`src/rtl/cdc_capture_pkg.sv`:
```
package cdc_capture_pkg;
  localparam int DEFAULT_DATA_W = 8;
  localparam int MIN_SYNC_STAGES = 2;

  function automatic int capture_latency(input int stages);
    return stages + 1;
  endfunction
endpackage

```
`src/rtl/ready_sync_chain.sv`:
```
module ready_sync_chain #(
  parameter int STAGES = cdc_capture_pkg::MIN_SYNC_STAGES
) (
  input  logic clk,
  input  logic rst,
  input  logic async_in,
  output logic sync_out
);
  localparam int LAST = STAGES - 1;

  logic [STAGES-1:0] chain;

  always_ff @(posedge clk) begin
    if (rst) chain <= '0;
    else     chain <= {chain[STAGES-2:0], async_in};
  end

  assign sync_out = chain[LAST];

  // Requirement R2: the synchronized output follows the stage in front of it by one cycle.
  p_chain_shift_r2: assert property (@(posedge clk) disable iff (rst)
    !rst |=> sync_out == $past(chain[LAST-1]));

  // Requirement R1: the whole chain is clear after a reset edge.
  p_chain_reset_r1: assert property (@(posedge clk)
    rst |=> chain == '0);
endmodule

```
`src/rtl/ready_rise_detect.sv`:
```
module ready_rise_detect (
  input  logic clk,
  input  logic rst,
  input  logic level_in,
  output logic rise
);
  logic level_d;

  always_ff @(posedge clk) begin
    if (rst) level_d <= 1'b0;
    else     level_d <= level_in;
  end

  assign rise = level_in & ~level_d;

  // Requirement R3: a rise cannot repeat on the next cycle.
  p_no_double_rise_r3: assert property (@(posedge clk) disable iff (rst)
    rise |=> !rise);
endmodule

```
`src/rtl/word_capture_reg.sv`:
```
module word_capture_reg #(
  parameter int DATA_W = cdc_capture_pkg::DEFAULT_DATA_W
) (
  input  logic              clk,
  input  logic              rst,
  input  logic              load,
  input  logic [DATA_W-1:0] din,
  output logic [DATA_W-1:0] dout,
  output logic              dvalid
);
  always_ff @(posedge clk) begin
    if (rst) begin
      dout   <= '0;
      dvalid <= 1'b0;
    end else begin
      dvalid <= load;
      if (load) dout <= din;
    end
  end

  // Requirement R4: the held word is unchanged while no load occurs.
  p_hold_r4: assert property (@(posedge clk) disable iff (rst)
    !load |=> $stable(dout));
endmodule

```
`src/rtl/ready_capture_sync.sv`:
```
module ready_capture_sync #(
  parameter int DATA_W      = cdc_capture_pkg::DEFAULT_DATA_W,
  parameter int SYNC_STAGES = cdc_capture_pkg::MIN_SYNC_STAGES
) (
  input  logic              clk,
  input  logic              rst,
  input  logic              src_ready,
  input  logic [DATA_W-1:0] src_data,
  output logic [DATA_W-1:0] cap_data,
  output logic              cap_valid
);
  localparam int STAGES_USED =
    (SYNC_STAGES < cdc_capture_pkg::MIN_SYNC_STAGES) ? cdc_capture_pkg::MIN_SYNC_STAGES : SYNC_STAGES;

  logic ready_sync;
  logic ready_rise;

  ready_sync_chain #(.STAGES(STAGES_USED)) u_sync (
    .clk      (clk),
    .rst      (rst),
    .async_in (src_ready),
    .sync_out (ready_sync)
  );

  ready_rise_detect u_rise (
    .clk      (clk),
    .rst      (rst),
    .level_in (ready_sync),
    .rise     (ready_rise)
  );

  word_capture_reg #(.DATA_W(DATA_W)) u_cap (
    .clk    (clk),
    .rst    (rst),
    .load   (ready_rise),
    .din    (src_data),
    .dout   (cap_data),
    .dvalid (cap_valid)
  );

  // Requirement R1: outputs are cleared after a reset edge.
  p_reset_clear_r1: assert property (@(posedge clk)
    rst |=> (!cap_valid && cap_data == '0));

  // Requirement R3: valid never lasts two cycles.
  p_single_pulse_r3: assert property (@(posedge clk) disable iff (rst)
    cap_valid |=> !cap_valid);

  // Requirement R4: a valid word is the bus value from the capture edge.
  p_capture_value_r4: assert property (@(posedge clk) disable iff (rst)
    cap_valid |-> cap_data == $past(src_data));

  // Requirement R2: valid only follows a synchronized ready that was high.
  p_valid_after_sync_r2: assert property (@(posedge clk) disable iff (rst)
    cap_valid |-> $past(ready_sync));
endmodule

```
`config.mk`:
```
export PLATFORM = sky130hd
export DESIGN_NAME = ready_capture_sync
export DESIGN_NICKNAME = d
export VERILOG_FILES = /design/src/rtl/cdc_capture_pkg.sv /design/src/rtl/ready_sync_chain.sv /design/src/rtl/ready_rise_detect.sv /design/src/rtl/word_capture_reg.sv /design/src/rtl/ready_capture_sync.sv
export SDC_FILE = /design/constraint.sdc
export NUM_CORES = 1
export LEC_CHECK = 0
export ABC_CLOCK_PERIOD_IN_PS = 950
export BUFFER_PORTS_ARGS = -buffer_cell sky130_fd_sc_hd__clkbuf_2
export CAP_MARGIN = 20
export CORE_AREA = 2 2 39 41
export CTS_CLUSTER_DIAMETER = 30
export DETAILED_ROUTE_END_ITERATION = 6
export DIE_AREA = 0 0 41 43
export GPL_TIMING_DRIVEN = 0
export MAX_ROUTING_LAYER = met4
export PLACE_DENSITY_LB_ADDON = 0.2
export SLEW_MARGIN = 20
export SYNTH_ARGS = -nofsm -noshare
export SYNTH_HDL_FRONTEND = slang
export SYNTH_SLANG_ARGS = --single-unit
export TNS_END_PERCENT = 30
```
`constraint.sdc`:
```
create_clock -name clk -period 0.95 [get_ports clk]
set_clock_uncertainty 0.05 [all_clocks]
set_input_delay 0.19 -clock clk [delete_from_list [all_inputs] [get_ports clk]]
set_output_delay 0.19 -clock clk [all_outputs]
set_load 0.1 [all_outputs]
```
==> results by stage, run 1 <==
Route:
- The total DRC errors in the routed layout is 0.
- For this run, the detailed router's first-pass iteration total came to 4.
- Detailed routing inserted a total of 409 vias.
- The remaining antenna violation count after routing is 0.
- After detailed routing, the number of vias per cell comes to 4.99.
- The routed wire length per instance is 13.4 µm.
- Summed over all layers, the routed wires come to 1100 µm.
- The first routing iteration left 9 violations.

Pwr:
- Combinational logic burns 21.0% of the power.
- The switching share of total power is 28.2%.
- Per report_power, the clock group accounts for 29.1% of the total.
- The internal power of the cells totals 0.765 mW.
- The analysis attributes to net switching a power of 0.301 mW.
- The total power density per cell area is 1280 nW/µm².
- Sequential cells account for 49.9% of the total power.
- The standby leakage power is 0.327 nW.
- IR analysis of the VDD net gives a maximum drop of 0.587 mV.

Setup path:
- The classification of the worst setup path is flip-flop to primary output.
- The signal on the critical path passes through clkbuf_16.
- The slowest stage cell on the critical path is sky130_fd_sc_hd__dfxtp_2.
- The required time of the critical path is 710 ps.
- The family with the most delay on the worst path is flip-flops.
- Setup slack on the worst reg-to-reg path comes out at 10 ps.
- The worst setup path is launched from a flip-flop.
- The endpoint arrival time on the critical path is 820 ps.
- The worst path buffer plus inverter count is 1.
- The endpoint identified for the worst register-to-register timing path is u_cap.dout[4].
- The number of cells traversed by the worst register-to-register path is 2.
- The startpoint identified for the worst register-to-register timing path is u_rise.level_d.
- The maximum fanout count along the critical path is 2.
- STA classifies the critical path endpoint as a primary output.
- For this run, the slowest stage of the critical path takes 350 ps.

Logic synthesis:
- The count of state elements after synthesis is 12.
- The number of different library cells in the post-synthesis netlist is 9.
- The mapped netlist covers 475 µm².
- Synthesis handed over a netlist of 42 instances.
- During synthesis, Yosys emitted a total of 0 warnings.
- The number of nets produced by synthesis is 53.
- A synthesized cell averages 11.3 µm².
- Of the synthesized area, sequential elements account for 50.5%.

Status:
- The final reports fail on setup timing.
- The flow ran to the end, but the final reports show violations.

Place:
- Summed over all nets, the half-perimeter wirelength after detailed placement is 651 µm.
- The post-placement setup slack is -77.9 ps.
- The placer's final routability congestion estimate is 0.580.
- In this run the tool buffered the top-level ports with 19 buffer cells.

Min path:
- The critical hold path startpoint is src_ready.
- For hold timing, the worst endpoint is u_sync.chain[0].
- The path class of the tightest hold or removal check is input port to flip-flop.
- The number of cells on the worst hold path is 2.

GRT:
- The total overflow reported by the global router is 0.
- The maximum number of pins on one net before global-route repair is 11.
- The initial antenna violation count is 0.
- The first global-routing pass estimated 1740 µm of wire.
- The overall fraction of global-route tracks in use is 15.4%.
- The number of global-route vias before repair came to 405.

STA:
- The max-slew violation total from the final report is 0.
- The worst slew margin relative to its limit is 85.2%.
- Setup repair after global routing could not meet its margin everywhere.
- The final worst-path setup slack is -107 ps.
- The count of endpoints failing setup in the final report is 9.
- The sum of negative setup slack is -906 ps.
- The maximum clock rate is 946 MHz.
- The final number of hold-violating endpoints came to 0.
- The pin slew with the least headroom to its limit is 222 ps.
- The clock period minus final worst setup slack is 1060 ps.
- The portion of the clock cycle consumed by the worst path in the final layout is 111%.

Clocking:
- The tree is rooted in a sky130_fd_sc_hd__clkbuf_4.
- TritonCTS built the clock tree.
- No sink is reached through more buffers than the 2 on the longest clock path.
- At the later pin of the worst-skew pair, clock insertion delay measures 260 ps.
- The number of H-tree branching levels is 1.
- In this run, CTS created clock tree buffers numbering 3.
- The clock net in this run drives a total of 12 sinks.
- Clock-pin slew was measured on the worst setup and hold paths at 70 ps.

Layout:
- The post-layout net count is 78.
- The area growth from synthesis to layout is 74.7%.
- Fill cells in the final layout number 120.
- The repair_antennas step left the layout with diodes totalling 0.
- The post-route netlist has 56.1% of its cells at a drive strength greater than 1.

Die:
- The initialized floorplan defines 14 standard-cell rows.
- The die is 41 µm wide.
- For this design the top-level I/O count stands at 20.
- The standard cell core area is 1380 µm².
- The die is 43 µm tall.
- For this configuration, the core starts out at a cell density of 34.4%.
- The die covers 1760 µm².

Run:
- Max-cap violations in this run came to 0.
[through the flow]
stage | util [%] | cells | hold slack [ps] | power (mW) | cell area, µm²
3_3_place_gp | 44.2 | 77 | 354 | 0.713 | 612
5_1_grt | 60.0 | 82 | 92.7 | 1.12 | 831
2_1_floorplan | - | 42 | 207 | 0.669 | 497
4_1_cts | 59.9 | 82 | 71.4 | 1.09 | 828
6_report | 60.0 | 82 | 79.0 | 1.07 | 831
3_5_place_dp | 44.2 | 77 | 357 | 0.714 | 612
[cells in the final DEF, fill, tap and decap left out]
cell	count
sky130_fd_sc_hd__clkbuf_2	10
sky130_fd_sc_hd__clkbuf_16	9
sky130_fd_sc_hd__nand2b_1	8
sky130_fd_sc_hd__nand4bb_1	8
sky130_fd_sc_hd__o21ai_1	8
sky130_fd_sc_hd__dfxtp_2	6
sky130_fd_sc_hd__dfxtp_4	5
sky130_fd_sc_hd__clkbuf_4	3
sky130_fd_sc_hd__nor2b_1	2
sky130_fd_sc_hd__and2b_4	1
sky130_fd_sc_hd__buf_6	1
sky130_fd_sc_hd__nor2b_4	1
sky130_fd_sc_hd__and2b_1	1
sky130_fd_sc_hd__clkinv_1	1
sky130_fd_sc_hd__buf_4	1
sky130_fd_sc_hd__dfxtp_1	1
[Yosys cell counts]
library cell / number / share of area (%)
sky130_fd_sc_hd__and2b_1: 1 / 1.6
sky130_fd_sc_hd__nor2b_1: 2 / 2.6
sky130_fd_sc_hd__and2b_4: 1 / 2.1
sky130_fd_sc_hd__buf_6: 1 / 2.4
sky130_fd_sc_hd__dfxtp_1: 12 / 51
sky130_fd_sc_hd__o21ai_1: 8 / 8.4
sky130_fd_sc_hd__nor2b_4: 1 / 2.9
sky130_fd_sc_hd__nand2b_1: 8 / 11
sky130_fd_sc_hd__nand4bb_1: 8 / 19
[cell families after synthesis]
family	Yosys count	synth area share (%)
buffers and inverters	1	2.37
AOI/OAI and AO/OA	8	8.42
DFF	12	50.5
and+or+nand+nor	21	38.7
[timing repair]
action / CTS / global route
pin swaps: 0 / 2
setup buffers: 1 / 0
endpoints found under the setup margin: 18 / 17
resized for setup: 29 / 1
hold buffers: 0 / 0
[state kept, by name (all words and copies together), names as in the netlist]
signal          count
u_sync.chain        2
u_cap.dout          8
u_rise.level_d      1
u_cap.dvalid        1
[worst max-delay path by stage]
stage | start | end | cells after the start
final | u_cap.dout[0] | cap_data[0] | 1
after global routing | u_cap.dout[3] | cap_data[3] | 1
after CTS | u_cap.dout[0] | cap_data[0] | 1
after detailed placement | u_sync.chain[1] | u_cap.dout[6] | 2
after global placement | u_sync.chain[1] | u_cap.dout[2] | 2
after floorplan | u_cap.dout[0] | u_cap.dout[0] | 2
[per-layer routing]
metal  global-route usage, %  vias to the layer above  part of all wire, %
li1                        -                      200                    -
met1                    19.5                      194                   44
met2                    20.9                       13                   49
met3                    3.66                        2                  5.0
met4                    10.0                        0                  1.1
met5                       -                        -                    0
[power by group through the flow]
| stage | clock, mW | sequential (mW) | combinational (mW) |
|---|---|---|---|
| 6_report | 0.310 | 0.532 | 0.224 |
| 5_1_grt | 0.351 | 0.534 | 0.234 |
| 4_1_cts | 0.334 | 0.533 | 0.224 |
| 3_5_place_dp | 0 | 0.539 | 0.175 |
| 3_3_place_gp | 0 | 0.538 | 0.174 |
| 2_1_floorplan | 0 | 0.629 | 0.0404 |
[layout make-up]
cell class / instances / area (µm²) / share of cell area (%)
clock buffer: 3 / 22.5 / 2.71
timing repair buffer: 20 / 283 / 34.0
buffer: 1 / 11.3 / 1.36
multi-input combinational: 29 / 224 / 27.0
tap: 16 / 20.0 / 2.41
clock inverter: 1 / 3.75 / 0.452
sequential: 12 / 267 / 32.1
Note: power is estimated with default switching activity, not from simulation.
==> inputs of run 2 (changes only) <==
--- a/config.mk
+++ b/config.mk
@@ -8,10 +8,11 @@
 export ABC_CLOCK_PERIOD_IN_PS = 950
 export BUFFER_PORTS_ARGS = -buffer_cell sky130_fd_sc_hd__clkbuf_2
 export CAP_MARGIN = 20
-export CORE_AREA = 2 2 39 41
+export CELL_PAD_IN_SITES_DETAIL_PLACEMENT = 0
+export CELL_PAD_IN_SITES_GLOBAL_PLACEMENT = 1
+export CORE_UTILIZATION = 29
 export CTS_CLUSTER_DIAMETER = 30
 export DETAILED_ROUTE_END_ITERATION = 6
-export DIE_AREA = 0 0 41 43
 export GPL_TIMING_DRIVEN = 0
 export MAX_ROUTING_LAYER = met4
 export PLACE_DENSITY_LB_ADDON = 0.2
==> run 2 against run 1 <==
The flow still finishes with violations (setup timing). Final cell count is 1.2% lower. Worst setup slack better by 5.2 ps. Sequential power hardly changed. Clock power hardly changed. Critical path depth stayed put. Design area is 0.75% lower. Non-clock buffer count stayed put. Routed wire length is 8.9% lower.
==> results by stage, run 2 (synthesis gave the netlist of run 1 again) <==
Status:
- Result of the run: finished with violations (unchanged).
- Violations in the final reports: setup timing (unchanged).

Layout:
- The proportion of layout cells with a drive suffix above 1 was 56.9% (was 56.1%).
- The area growth from synthesis to layout is 73.4% (was 74.7%).
- The number of diodes is 0 (unchanged).
- Leading registers by flop count: u_cap.dout: 8 flops, u_sync.chain: 2 flops (unchanged).
- The commonest non-fill, non-tap cell in the layout is sky130_fd_sc_hd__clkbuf_2 (unchanged).
- The flip-flop count of the largest register, all copies and words added was 8 (unchanged).
- The number of standard cells in the layout, taps in and fillers out came to 81 (was 82).
- Most frequent cells in the layout: 10 x sky130_fd_sc_hd__clkbuf_2, 9 x sky130_fd_sc_hd__clkbuf_16, 8 x sky130_fd_sc_hd__nand2b_1, 8 x sky130_fd_sc_hd__nand4bb_1, 8 x sky130_fd_sc_hd__o21ai_1 (unchanged).
- The post-layout net count is 78 (unchanged).
- The register with the most flip-flops was u_cap.dout (unchanged).

Die:
- The standard cell core area is 1520 µm² (was 1380 µm²).
- The die area came to 1810 µm² (was 1760 µm²).
- The effective utilization at floorplan is 31.2% (was 34.4%).
- The number of primary I/O pins is 20 (unchanged).
- The overall die width is 42.5 µm (was 41 µm).
- The number of cell rows came to 14 (unchanged).
- The die outline height came to 42.5 µm (was 43 µm).

Pwr:
- The worst IR drop on VDD came to 0.528 mV (was 0.587 mV).
- The total power consumption of the routed design is 1.06 mW (was 1.07 mW).
- The total power density per cell area is 1290 nW/µm² (was 1280 nW/µm²).
- The standby leakage power is 0.325 nW (was 0.327 nW).

Setup path:
- Ordered list of cells on the worst path: clkbuf_16 (unchanged).
- The endpoint arrival time on the critical path is 810 ps (was 820 ps).
- The family with the most delay on the worst path is flip-flops (unchanged).
- The category of the worst setup path launch point is a flip-flop (unchanged).
- The slowest stage cell on the critical path is sky130_fd_sc_hd__dfxtp_4 (was sky130_fd_sc_hd__dfxtp_2).
- The element type at the critical path end is a primary output (unchanged).
- The maximum fanout count along the critical path is 2 (unchanged).
- The worst stage delay on the critical path came to 360 ps (was 350 ps).
- The classification of the worst setup path is flip-flop to primary output (unchanged).
- The required time of the critical path is 710 ps (about the same).
- The worst path buffer plus inverter count was 1 (unchanged).

Route:
- The DRC violation total after the first TritonRoute iteration came to 3 (was 9).
- The routed wire length per instance came to 12.3 µm (was 13.4 µm).
- The total DRC errors in the routed layout came to 0 (unchanged).
- The count of vias placed by the detailed router is 386 (was 409).
- The remaining antenna violation count after routing is 0 (unchanged).
- The detailed-router iteration count before antenna repair is 4 (unchanged).
- The sum of routed wire length over all layers is 999 µm (was 1100 µm).
- The vias per cell is 4.77 (was 4.99).

Clocking:
- The root buffer selected by CTS was sky130_fd_sc_hd__clkbuf_4 (unchanged).
- The number of H-tree branching levels was 1 (unchanged).
- The maximum root-to-sink buffer count was 2 (unchanged).
- The sink count of the clock tree is 12 (unchanged).
- The number of CTS-inserted buffers is 3 (unchanged).
- The insertion delay to the later sink of the worst-skew pair came to 260 ps (about the same).
- The clock tree from TritonCTS is done (unchanged).
- The clock transition at the registers of the reported paths is 70 ps (about the same).

GRT:
- The number of global-route vias before repair is 399 (was 405).
- The total overflow reported by the global router is 0 (unchanged).
- The maximum number of pins on one net before global-route repair is 11 (unchanged).
- The global-route wire length before repair is 1720 µm (was 1740 µm).
- The overall fraction of global-route tracks in use came to 13.3% (was 15.4%).
- The initial antenna violation count was 0 (unchanged).

STA:
- The pin slew with the least headroom to its limit was 210 ps (was 222 ps).
- Unrepaired setup endpoints after global routing: yes (unchanged).
- The sum of negative setup slack is -874 ps (was -906 ps).
- The count of endpoints failing setup in the final report is 9 (unchanged).
- The clock period minus final worst setup slack is 1050 ps (was 1060 ps).
- The final number of hold-violating endpoints is 0 (unchanged).
- The max-slew violation total from the final report is 0 (unchanged).
- The worst slew margin relative to its limit came to 86.0% (was 85.2%).
- The portion of the clock cycle consumed by the worst path in the final layout came to 111% (about the same).
- The final worst-path setup slack came to -101 ps (was -107 ps).
- The maximum clock rate is 951 MHz (was 946 MHz).

Min path:
- The class of the most critical hold timing path is input port to flip-flop (unchanged).

Place:
- The placer's final routability congestion estimate is 0.608 (was 0.580).
- The count of buffers from port buffering is 19 (unchanged).
- The post-DP HPWL was 654 µm (was 651 µm).
- The number of placed instances with taps included is 77 (unchanged).

Run:
- The number of max-capacitance violations reported is 0 (unchanged).
==> run 2: worst paths after layout <==
kind                            cells after the start              end  slack [ps]            start
worst min register to register                      1  u_sync.chain[1]         390  u_sync.chain[0]
worst max-delay path                                1      cap_data[3]        -100    u_cap.dout[3]
worst max register to register                      2    u_cap.dout[7]          40  u_sync.chain[1]
worst min-delay path                                2  u_sync.chain[0]          80        src_ready
==> run 2: per-stage QoR <==
stage | utilization, % | worst slack [ps] | hold slack [ps] | instance area, µm²
floorplan | - | -15.5 | 207 | 497
global placement | 40.1 | -85.5 | 353 | 612
detailed placement | 40.1 | -72.9 | 357 | 612
CTS | 54.1 | -117 | 75.7 | 825
global route | 54.1 | -140 | 83.8 | 825
finish | 54.1 | -101 | 83.4 | 825
==> run 2: cell type report <==
cell class	instances	area, µm²
repair buffers	20	283
well taps	16	20.0
flip-flops and latches	12	264
fillers	141	699
plain buffers	1	11.3
multi-input cells	29	224
clock buffers	3	22.5
==> run 2: power breakdown <==
group          total [mW]  switching [mW]  internal [mW]  leakage [nW]
logic               0.222           0.122          0.100         0.208
clock network       0.307           0.161          0.146        0.0138
registers           0.533          0.0181          0.515         0.104
==> run 2: routing by layer <==
| metal | track usage (%) | wire, µm |
|---|---|---|
| met1 | 16.5 | 490 |
| met4 | 5.63 | 0 |
| met2 | 20.0 | 457 |
| met3 | 3.88 | 51 |
| met5 | - | 0 |
==> run 2: timing repair <==
item,4_1_cts,5_1_grt
pin swaps,0,0
setup endpoints to repair,17,9
gates resized for setup,29,0
hold buffers,0,0
buffers inserted,1,0
==> inputs of run 3 (changes only) <==
--- a/config.mk
+++ b/config.mk
@@ -5,12 +5,11 @@
 export SDC_FILE = /design/constraint.sdc
 export NUM_CORES = 1
 export LEC_CHECK = 0
-export ABC_CLOCK_PERIOD_IN_PS = 950
+export ABC_CLOCK_PERIOD_IN_PS = 1050
 export BUFFER_PORTS_ARGS = -buffer_cell sky130_fd_sc_hd__clkbuf_2
-export CAP_MARGIN = 20
 export CELL_PAD_IN_SITES_DETAIL_PLACEMENT = 0
 export CELL_PAD_IN_SITES_GLOBAL_PLACEMENT = 1
-export CORE_UTILIZATION = 29
+export CORE_UTILIZATION = 32
 export CTS_CLUSTER_DIAMETER = 30
 export DETAILED_ROUTE_END_ITERATION = 6
 export GPL_TIMING_DRIVEN = 0
==> constraint.sdc (replaced) <==
create_clock -name clk -period 1.05 [get_ports clk]
set_clock_uncertainty 0.05 [all_clocks]
set_input_delay 0.21 -clock clk [delete_from_list [all_inputs] [get_ports clk]]
set_output_delay 0.21 -clock clk [all_outputs]
set_load 0.1 [all_outputs]
==> run 3 against run 2 <==
The flow still finishes with violations (setup timing). Die area is 8.9% lower. Worst setup slack better by 57 ps. Non-clock buffer count is 1 lower. Via count is 0.52% lower. Sequential power is 8.1% lower. Routed wire length is 2.7% higher. First-iteration DRC count is 67% higher. Critical path type unchanged. Largest cell class unchanged. Highest routed layer unchanged.
==> results by stage, run 3 (synthesis gave the netlist of run 1 again) <==
Die:
- The number of primary I/O pins was 20 (unchanged).
- The overall die width came to 40.5 µm (was 42.5 µm).
- The die area is 1640 µm² (was 1810 µm²).
- The die outline height came to 40.5 µm (was 42.5 µm).
- The standard cell core area is 1330 µm² (was 1520 µm²).
- The number of cell rows came to 13 (was 14).
- The effective utilization at floorplan is 35.6% (was 31.2%).

Setup path:
- The maximum fanout count along the critical path is 2 (unchanged).
- The classification of the worst setup path is flip-flop to primary output (unchanged).
- The element type at the critical path end is a primary output (unchanged).
- The category of the worst setup path launch point is a flip-flop (unchanged).
- The critical register-to-register path endpoint was u_cap.dout[1] (was u_cap.dout[7]).
- The family with the most delay on the worst path is flip-flops (unchanged).
- The required time of the critical path is 790 ps (was 710 ps).
- The worst path buffer plus inverter count came to 1 (unchanged).
- The worst-case register-to-register setup slack is 130 ps (was 40 ps).
- The worst stage delay on the critical path is 360 ps (about the same).
- The slowest stage cell on the critical path is sky130_fd_sc_hd__dfxtp_2 (was sky130_fd_sc_hd__dfxtp_4).
- The number of cells traversed by the worst register-to-register path is 2 (unchanged).
- The endpoint arrival time on the critical path is 830 ps (was 810 ps).
- Ordered list of cells on the worst path: clkbuf_16 (unchanged).
- The worst reg2reg path startpoint is u_rise.level_d (was u_sync.chain[1]).

Place:
- The placed standard-cell area came to 596 µm² (was 612 µm²).
- The post-DP HPWL came to 646 µm (was 654 µm).
- The post-placement setup slack is 24.9 ps (was -72.9 ps).
- The number of placed instances with taps included was 76 (was 77).
- The count of buffers from port buffering is 19 (unchanged).
- The placer's final routability congestion estimate is 0.591 (was 0.608).

Min path:
- The number of cells on the worst hold path came to 2 (unchanged).
- The class of the most critical hold timing path was input port to flip-flop (unchanged).
- The endpoint of the worst hold-timing path is u_sync.chain[0] (unchanged).
- The critical hold path startpoint was src_ready (unchanged).

Layout:
- The flip-flop count of the largest register, all copies and words added is 8 (unchanged).
- The proportion of layout cells with a drive suffix above 1 is 56.9% (unchanged).
- The area of combinational cells with multiple inputs came to 224 µm² (unchanged).
- Leading registers by flop count: u_cap.dout: 8 flops, u_sync.chain: 2 flops (unchanged).
- The commonest non-fill, non-tap cell in the layout is sky130_fd_sc_hd__dfxtp_2 (was sky130_fd_sc_hd__clkbuf_2).
- The register with the most flip-flops was u_cap.dout (unchanged).
- The post-layout net count came to 77 (was 78).
- The final-layout fill cell count is 119 (was 141).
- The cell area after layout came to 820 µm² (was 825 µm²).
- The number of standard cells in the layout, taps in and fillers out is 80 (was 81).
- The area growth from synthesis to layout came to 72.4% (was 73.4%).
- Most frequent cells in the layout: 11 x sky130_fd_sc_hd__dfxtp_2, 10 x sky130_fd_sc_hd__clkbuf_2, 9 x sky130_fd_sc_hd__clkbuf_16 (was 10 x sky130_fd_sc_hd__clkbuf_2, 9 x sky130_fd_sc_hd__clkbuf_16, 8 x sky130_fd_sc_hd__nand2b_1, 8 x sky130_fd_sc_hd__nand4bb_1, 8 x sky130_fd_sc_hd__o21ai_1).
- The number of diodes came to 0 (unchanged).
- The fraction of the core area covered by cells at the end of the flow is 61.4% (was 54.1%).
- The flip-flop and latch area came to 254 µm² (was 264 µm²).

STA:
- The pin slew with the least headroom to its limit came to 194 ps (was 210 ps).
- The max-slew violation total from the final report is 0 (unchanged).
- The count of endpoints failing setup in the final report is 9 (unchanged).
- The clock period minus final worst setup slack is 1090 ps.
- Unrepaired setup endpoints after global routing: yes (unchanged).
- The maximum clock rate is 914 MHz.
- The final number of hold-violating endpoints is 0 (unchanged).
- The final worst-path setup slack was -44.3 ps (was -101 ps).
- The portion of the clock cycle consumed by the worst path in the final layout is 104%.
- The worst slew margin relative to its limit is 87.1% (was 86.0%).

Route:
- The count of vias placed by the detailed router is 384 (was 386).
- The total DRC errors in the routed layout is 0 (unchanged).
- The sum of routed wire length over all layers was 1030 µm (was 999 µm).
- The DRC violation total after the first TritonRoute iteration was 5 (was 3).
- The remaining antenna violation count after routing is 0 (unchanged).
- The vias per cell came to 4.80 (was 4.77).
- The routed wire length per instance is 12.8 µm (was 12.3 µm).
- The detailed-router iteration count before antenna repair is 2 (was 4).

Clocking:
- The sink count of the clock tree is 12 (unchanged).
- The root buffer selected by CTS is sky130_fd_sc_hd__clkbuf_4 (unchanged).
- The number of H-tree branching levels is 1 (unchanged).
- The number of CTS-inserted buffers is 3 (unchanged).
- The clock tree from TritonCTS was done (unchanged).
- The clock transition at the registers of the reported paths is 80 ps (was 70 ps).
- The maximum root-to-sink buffer count was 2 (unchanged).
- The insertion delay to the later sink of the worst-skew pair is 270 ps (was 260 ps).
- The setup fix buffers added after clock tree synthesis is 0 (was 1).

GRT:
- The number of global-route vias before repair is 380 (was 399).
- The overall fraction of global-route tracks in use is 16.1% (was 13.3%).
- The global-route wire length before repair is 1580 µm (was 1720 µm).
- The initial antenna violation count is 0 (unchanged).
- The total overflow reported by the global router was 0 (unchanged).
- The maximum number of pins on one net before global-route repair is 11 (unchanged).

Run:
- The number of max-capacitance violations reported is 0 (unchanged).

Pwr:
- The standby leakage power is 0.326 nW (was 0.325 nW).
- The total power consumption of the routed design was 1.06 mW (about the same).
- The worst IR drop on VDD is 0.813 mV (was 0.528 mV).
- The total power density per cell area was 1290 nW/µm² (about the same).

Status:
- Violations in the final reports: setup timing (unchanged).
- Result of the run: finished with violations (unchanged).
-- run 3: power by group --
group          leakage, nW  switching (mW)  internal (mW)
sequential           0.103          0.0164          0.474
combinational        0.202           0.111         0.0891
clock               0.0210           0.160          0.211
total                0.326           0.288          0.773
-- run 3: per-stage QoR --
step | setup TNS, ps | hold slack, ps
2_1_floorplan | -1190 | 227
4_1_cts | -349 | 83.2
3_5_place_dp | 0 | 375
6_report | -270 | 92.5
3_3_place_gp | 0 | 369
5_1_grt | -516 | 103
-- run 3: repair_timing --
action,in CTS,in global routing
resized for setup,31,2
hold buffers,0,0
setup endpoints to repair,9,17
-- run 3: worst reg2reg max path, cell delays in order (launching register included) --
cell and delay [ps]:
sky130_fd_sc_hd__dfxtp_2 360, sky130_fd_sc_hd__and2b_4 310, sky130_fd_sc_hd__o21ai_1 90
-- run 3: how the worst max path moves through the flow --
stage | start | endpoint | slack (ps) | cells after the start
CTS | u_cap.dout[6] | cap_data[6] | -50 | 1
floorplan | u_cap.dout[5] | u_cap.dout[5] | -220 | 2
finish | u_cap.dout[6] | cap_data[6] | -40 | 1
global placement | u_cap.dout[6] | cap_data[6] | 10 | 1
detailed placement | u_sync.chain[1] | u_cap.dout[1] | 20 | 2
global route | u_cap.dout[6] | cap_data[6] | -80 | 1
-- run 3: per-layer routing --
layer  GRT usage [%]  up-vias  wire length (µm)
li1                -      196                 -
met1            16.9      173               486
met2            25.8       15               505
met3            3.33        0                34
met4            12.5        0                 0
met5               -        -                 0
-- run 3: final cells by class --
type | instances | share of cell area (%)
buffer | 1 | 1.37
clock buffer | 4 | 4.43
sequential | 12 | 31.0
tap | 15 | 2.29
multi-input combinational | 29 | 27.3
timing repair buffer | 19 | 33.6
